File: config.mk
export PLATFORM = sky130hd
export DESIGN_NAME = sfr_flash_ctrl
export DESIGN_NICKNAME = d
export VERILOG_FILES = /design/src/rtl/sfr_flash_pkg.sv /design/src/rtl/flash_ctrl_reg.sv /design/src/rtl/event_flag_reg.sv /design/src/rtl/sfr_read_mux.sv /design/src/rtl/sfr_flash_ctrl.sv
export SDC_FILE = /design/constraint.sdc
export NUM_CORES = 1
export LEC_CHECK = 0
export BUFFER_PORTS_ARGS = -buffer_cell sky130_fd_sc_hd__buf_2
export CORE_UTILIZATION = 35
export CTS_CLUSTER_DIAMETER = 60
export CTS_CLUSTER_SIZE = 10
export DETAILED_ROUTE_END_ITERATION = 16
export MAX_ROUTING_LAYER = met4
export PLACE_DENSITY = 0.84
export SKIP_LAST_GASP = 1
export SYNTH_ARGS = -nofsm -noshare
export SYNTH_HDL_FRONTEND = slang
export SYNTH_HIERARCHICAL = 1
export SYNTH_SLANG_ARGS = --single-unit
export TNS_END_PERCENT = 50
File: constraint.sdc
create_clock -name clk_i -period 0.85 [get_ports clk_i]
set_input_delay 0.0425 -clock clk_i [delete_from_list [all_inputs] [get_ports clk_i]]
set_output_delay 0.0425 -clock clk_i [all_outputs]
set_load 0.01 [all_outputs]
File: src/rtl/sfr_flash_pkg.sv
package sfr_flash_pkg;
  parameter int unsigned DATA_W    = 8;
  parameter int unsigned ADDR_W    = 8;
  parameter int unsigned N_FLAGS   = 2;
  parameter int unsigned N_EXT_INT = 7;

  parameter logic [ADDR_W-1:0] CTRL_ADDR  = 8'hB2;
  parameter logic [ADDR_W-1:0] FLAGS_ADDR = 8'hF8;
  parameter logic [ADDR_W-1:0] INTS_ADDR  = 8'hE8;

  // control register bit positions, decoded by software
  parameter int unsigned PWE_BIT     = 0;
  parameter int unsigned MEEN_BIT    = 1;
  parameter int unsigned SECURE_BIT  = 6;
  parameter int unsigned PREBOOT_BIT = 7;

  typedef struct packed {
    logic pwe;
    logic meen;
    logic secure;
  } ctrl_state_t;
endpackage

File: src/rtl/flash_ctrl_reg.sv
module flash_ctrl_reg
  import sfr_flash_pkg::*;
(
  input  logic              clk_i,
  input  logic              rst_ni,
  input  logic              wr_i,
  input  logic [DATA_W-1:0] wdata_i,
  input  logic              irq_en_i,
  input  logic              byte_done_i,
  input  logic              erase_start_i,
  output ctrl_state_t       state_o
);
  ctrl_state_t q;

  always_ff @(posedge clk_i or negedge rst_ni) begin
    if (!rst_ni) begin
      q <= '0;
    end else begin
      // program write enable: one-shot, guarded by interrupt enable
      if (byte_done_i)             q.pwe <= 1'b0;
      else if (wr_i && !irq_en_i)  q.pwe <= wdata_i[PWE_BIT];
      // mass erase arm: consumed by erase start
      if (erase_start_i)           q.meen <= 1'b0;
      else if (wr_i)               q.meen <= wdata_i[MEEN_BIT];
      // security: set-only
      if (wr_i && wdata_i[SECURE_BIT]) q.secure <= 1'b1;
    end
  end

  assign state_o = q;
endmodule

File: src/rtl/event_flag_reg.sv
module event_flag_reg #(
  parameter int unsigned N = 2
) (
  input  logic         clk_i,
  input  logic         rst_ni,
  input  logic         wr_i,
  input  logic [N-1:0] wdata_i,
  input  logic [N-1:0] evt_i,
  output logic [N-1:0] flags_o
);
  for (genvar i = 0; i < N; i++) begin : g_flag
    logic f_q;
    always_ff @(posedge clk_i or negedge rst_ni) begin
      if (!rst_ni)       f_q <= 1'b0;
      else if (evt_i[i]) f_q <= 1'b1;        // set beats clear
      else if (wr_i)     f_q <= f_q & wdata_i[i];
    end
    assign flags_o[i] = f_q;
  end
endmodule

File: src/rtl/sfr_read_mux.sv
module sfr_read_mux
  import sfr_flash_pkg::*;
(
  input  logic [ADDR_W-1:0] addr_i,
  input  logic [DATA_W-1:0] ctrl_view_i,
  input  logic [DATA_W-1:0] flags_view_i,
  input  logic [DATA_W-1:0] ints_view_i,
  output logic [DATA_W-1:0] rdata_o
);
  always_comb begin
    unique case (addr_i)
      CTRL_ADDR:  rdata_o = ctrl_view_i;
      FLAGS_ADDR: rdata_o = flags_view_i;
      INTS_ADDR:  rdata_o = ints_view_i;
      default:    rdata_o = '0;
    endcase
  end
endmodule

File: src/rtl/sfr_flash_ctrl.sv
module sfr_flash_ctrl
  import sfr_flash_pkg::*;
(
  input  logic                 clk_i,
  input  logic                 rst_ni,
  input  logic [ADDR_W-1:0]    sfr_addr_i,
  input  logic [DATA_W-1:0]    sfr_wdata_i,
  input  logic                 sfr_we_i,
  output logic [DATA_W-1:0]    sfr_rdata_o,
  input  logic                 irq_en_i,
  input  logic                 byte_written_i,
  input  logic                 erase_start_i,
  input  logic                 preboot_i,
  input  logic                 xfer_evt_i,
  input  logic                 tick_evt_i,
  input  logic [N_EXT_INT-1:0] ext_int_i,
  output logic                 prog_wr_en_o,
  output logic                 mass_erase_en_o,
  output logic                 secure_o,
  output logic                 ext_read_ok_o,
  output logic [N_FLAGS-1:0]   flags_o
);
  localparam int unsigned FLAG_PAD = DATA_W - N_FLAGS;
  localparam int unsigned INT_PAD  = DATA_W - N_EXT_INT;

  logic        ctrl_wr, flags_wr;
  ctrl_state_t ctrl_q;
  logic [DATA_W-1:0] ctrl_view, flags_view, ints_view;

  assign ctrl_wr  = sfr_we_i && (sfr_addr_i == CTRL_ADDR);
  assign flags_wr = sfr_we_i && (sfr_addr_i == FLAGS_ADDR);

  flash_ctrl_reg u_ctrl (
    .clk_i         (clk_i),
    .rst_ni        (rst_ni),
    .wr_i          (ctrl_wr),
    .wdata_i       (sfr_wdata_i),
    .irq_en_i      (irq_en_i),
    .byte_done_i   (byte_written_i),
    .erase_start_i (erase_start_i),
    .state_o       (ctrl_q)
  );

  event_flag_reg #(.N(N_FLAGS)) u_flags (
    .clk_i   (clk_i),
    .rst_ni  (rst_ni),
    .wr_i    (flags_wr),
    .wdata_i (sfr_wdata_i[N_FLAGS-1:0]),
    .evt_i   ({tick_evt_i, xfer_evt_i}),
    .flags_o (flags_o)
  );

  always_comb begin
    ctrl_view              = '0;
    ctrl_view[PWE_BIT]     = ctrl_q.pwe;
    ctrl_view[MEEN_BIT]    = ctrl_q.meen;
    ctrl_view[SECURE_BIT]  = ctrl_q.secure;
    ctrl_view[PREBOOT_BIT] = preboot_i;
  end

  assign flags_view = {{FLAG_PAD{1'b0}}, flags_o};
  assign ints_view  = {{INT_PAD{1'b0}}, ext_int_i};

  sfr_read_mux u_rmux (
    .addr_i       (sfr_addr_i),
    .ctrl_view_i  (ctrl_view),
    .flags_view_i (flags_view),
    .ints_view_i  (ints_view),
    .rdata_o      (sfr_rdata_o)
  );

  assign prog_wr_en_o    = ctrl_q.pwe;
  assign mass_erase_en_o = ctrl_q.meen;
  assign secure_o        = ctrl_q.secure;
  assign ext_read_ok_o   = ~ctrl_q.secure;
endmodule

==> out/qor.csv <==
stage,metric,value,unit
clock_network,cts_tree,yes,
floorplanning,io_pins,46,
logic_synthesis,synth_async_sr_flop_share,1.00,
grt,grt_max_degree,9,
floorplanning,die-height,43.1,um
critical_path,critPathKind,reg -> out,
cells_and_area,diodes,0,
cells_and_area,drive_gt1_frac,0.708,
clock_network,worstSkewPairLatency,240,ps
timing,worst_slack,-382,ps
clock_network,cts_max_path_buffers,2,
placement,dp_hpwl,1.23,mm
critical_path,cp-start-kind,flop,
floorplanning,core_area,0.00154,mm2
timing,rsz0062_at_grt,yes,
grt,grt_pass1_wl,2.57,mm
cells_and_area,fin_area,0.00105,mm2
logic_synthesis,ys_warn_count,6,
logic_synthesis,synth_edf_count,0,
clock_network,cts_buffers,3,
power,p_per_area,762,mW/mm2
grt,grt_usage,0.186,
detailed_routing,num_vias,631,
critical_path,cp.required,810,ps
detailed_routing,drtIter0Drc,8,
job,maxCapViolations,0,
grt,grt_pass1_vias,629,
critical_path,arrival,1190,ps
timing,setup_violations,17,
logic_synthesis,avgSynthCellArea,10.4,um2
detailed_routing,drc_errors,0,
critical_path,critPathMaxFanout,2,
timing,fmax,0.812,GHz
grt,grt_antenna_before_repair,0,
floorplanning,core.rowCount,14,
detailed_routing,first_pass_iters,4,
logic_synthesis,ys.flop_type,dfrtp_1,
logic_synthesis,synth-seq-cells,5,
critical_path,critPathLaunch,u_flags/g_flag[0].f_q,
logic_synthesis,synth_cell_types,22,
detailed_routing,wl_per_cell,11.5,um
run_status,status,finished with violations,
logic_synthesis,yosys-top-cells-count,"8 x a22oi_2, 8 x mux2_2, 8 x nor2_2",
grt,overflow,0,
worst_hold_path,min_path_type,in -> reg,
detailed_routing,ant_nets,0,
placement,io_buffers,40,
timing,maxSlewViolCount,0,
floorplanning,die_area,0.00186,mm2
timing,final_hold_viol_count,0,
logic_synthesis,synth_top_cell_area_share,0.211,
placement,place.gp.congestion,0.791,
run_status,violations,negative setup slack,
critical_path,setup.worst_path.end_class,output port,
placement,placed_cell_area,872,um2
logic_synthesis,yosysTopAreaCell,dfrtp_1,
timing,fin_crit_sh,1.45,
timing,worst_clock_skew,0,ps
cells_and_area,syn_to_final_growth,77.4,%
floorplanning,start_util,0.384,
clock_network,cts-root-buf,clkbuf_4,
power,power_leakage,0.506,nW
logic_synthesis,netlist_area,592,um2
clock_network,h-tree-depth,1,
clock_network,cts.sinks,5,
floorplanning,die_x,43.1,um
critical_path,r2r-start,u_ctrl/state_o[0],
power,vdd_drop_max,0.622,mV
cells_and_area,fin_nets,153,
detailed_routing,routed_wl,1.56,mm
logic_synthesis,yosysSeqAreaShare,0.211,
detailed_routing,vias_per_cell,4.64,
timing,fin_hold_ws,17.1,ps
logic_synthesis,synthCells,57,
logic_synthesis,synth_area_leaders,"dfrtp_1 21%, a22oi_2 17%, mux2_2 15%",
clock_network,clk_pin_slew_worst_paths,40,ps
worst_hold_path,hold_start,sfr_wdata_i[6],
timing,period_needed,1230,ps
-- critical path, cell delays in order, from the launching register on --
cell	delay [ps]
dfrtp_1	380
mux2_4	260
a22oi_2	130
nor2_2	50
buf_2	130
-- through the flow --
stage | utilization | setup WS, ps | TNS (ps) | cells | total power, W
3_3_place_gp | 0.566 | -283 | -2460 | 124 | 0.000459
6_report | 0.681 | -382 | -1790 | 136 | 0.000800
3_5_place_dp | 0.566 | -373 | -2990 | 124 | 0.000467
5_1_grt | 0.681 | -437 | -2640 | 136 | 0.000856
2_1_floorplan | - | -122 | -557 | 67 | 0.000373
4_1_cts | 0.653 | -397 | -1950 | 134 | 0.000804
-- per-layer routing --
metal  part of all wire  global-route usage  vias up
met4                  0              0.0727        0
met3              0.052              0.0170        0
met1               0.42               0.188      282
li1                   -                   -      322
met2               0.53               0.358       27
met5                  0                   -        -
-- path summary, 6_finish.rpt --
check,cells past startpoint,endpoint,slack [ps]
max in group asynchronous,2,u_ctrl/state_o[0],560
setup reg to reg,3,u_ctrl/state_o[0],-80
hold reg to reg,2,u_flags/g_flag[1].f_q,570
setup / recovery,4,sfr_rdata_o[0],-380
min in group asynchronous,2,u_ctrl/state_o[2],160
hold / removal,2,u_ctrl/state_o[0],20
-- sequential cells by signal, indices dropped and copies added (netlist names) --
signal and flops:
u_flags/g_flag.f_q 2, u_ctrl/state_o 3
-- cell usage in the layout (no fill, tap or decap) --
cell            n
buf_4           9
mux2_4          6
buf_2          33
nor2_1          1
nor4bb_4        1
clkbuf_4        3
inv_2           1
a21o_1          2
mux2_2          2
nand4b_1        1
nor4_2          1
nor2_2          8
mux2i_1         1
nand2b_1        5
nand2_1         1
o21ai_2         1
buf_8           2
a21o_2          1
buf_6           7
conb_1         11
nand4bb_1       2
dfrtp_1         5
and3b_2         1
nor4_4          1
dlygate4sd3_1   4
a22oi_2         8
clkbuf_1        1
and2b_1         1
-- where the power goes --
group	leakage (nW)	internal, W	switching, W	total [W]
Combinational	0.432	0.000173	0.000112	0.000286
Clock	0.0150	0.000177	0.0000938	0.000271
Sequential	0.0592	0.000241	0.00000208	0.000244
-- layout make-up --
| class | instances | area, um2 |
|---|---|---|
| repair buffers | 55 | 382 |
| multi-input cells | 55 | 493 |
| fillers | 131 | 492 |
| well taps | 16 | 20.0 |
| inverters | 1 | 3.75 |
| clock buffers | 4 | 26.3 |
| flip-flops and latches | 5 | 125 |
-- timing repair --
item,CTS,global route
setup endpoints to repair,17,18
hold buffers,4,0
hold endpoints to repair,8,0
setup buffers,2,2
gates resized for setup,15,6
pin swaps,8,1
-- cell families after synthesis --
logic type,Yosys count,synth area share
AO/OA/AOI/OAI,12,0.224
buffers and inverters,7,0.0951
flip-flops,5,0.211
multiplexers,9,0.169
other,1,0.00634
AND/OR/NAND/NOR,23,0.294
(Power assumes the default switching activity.)
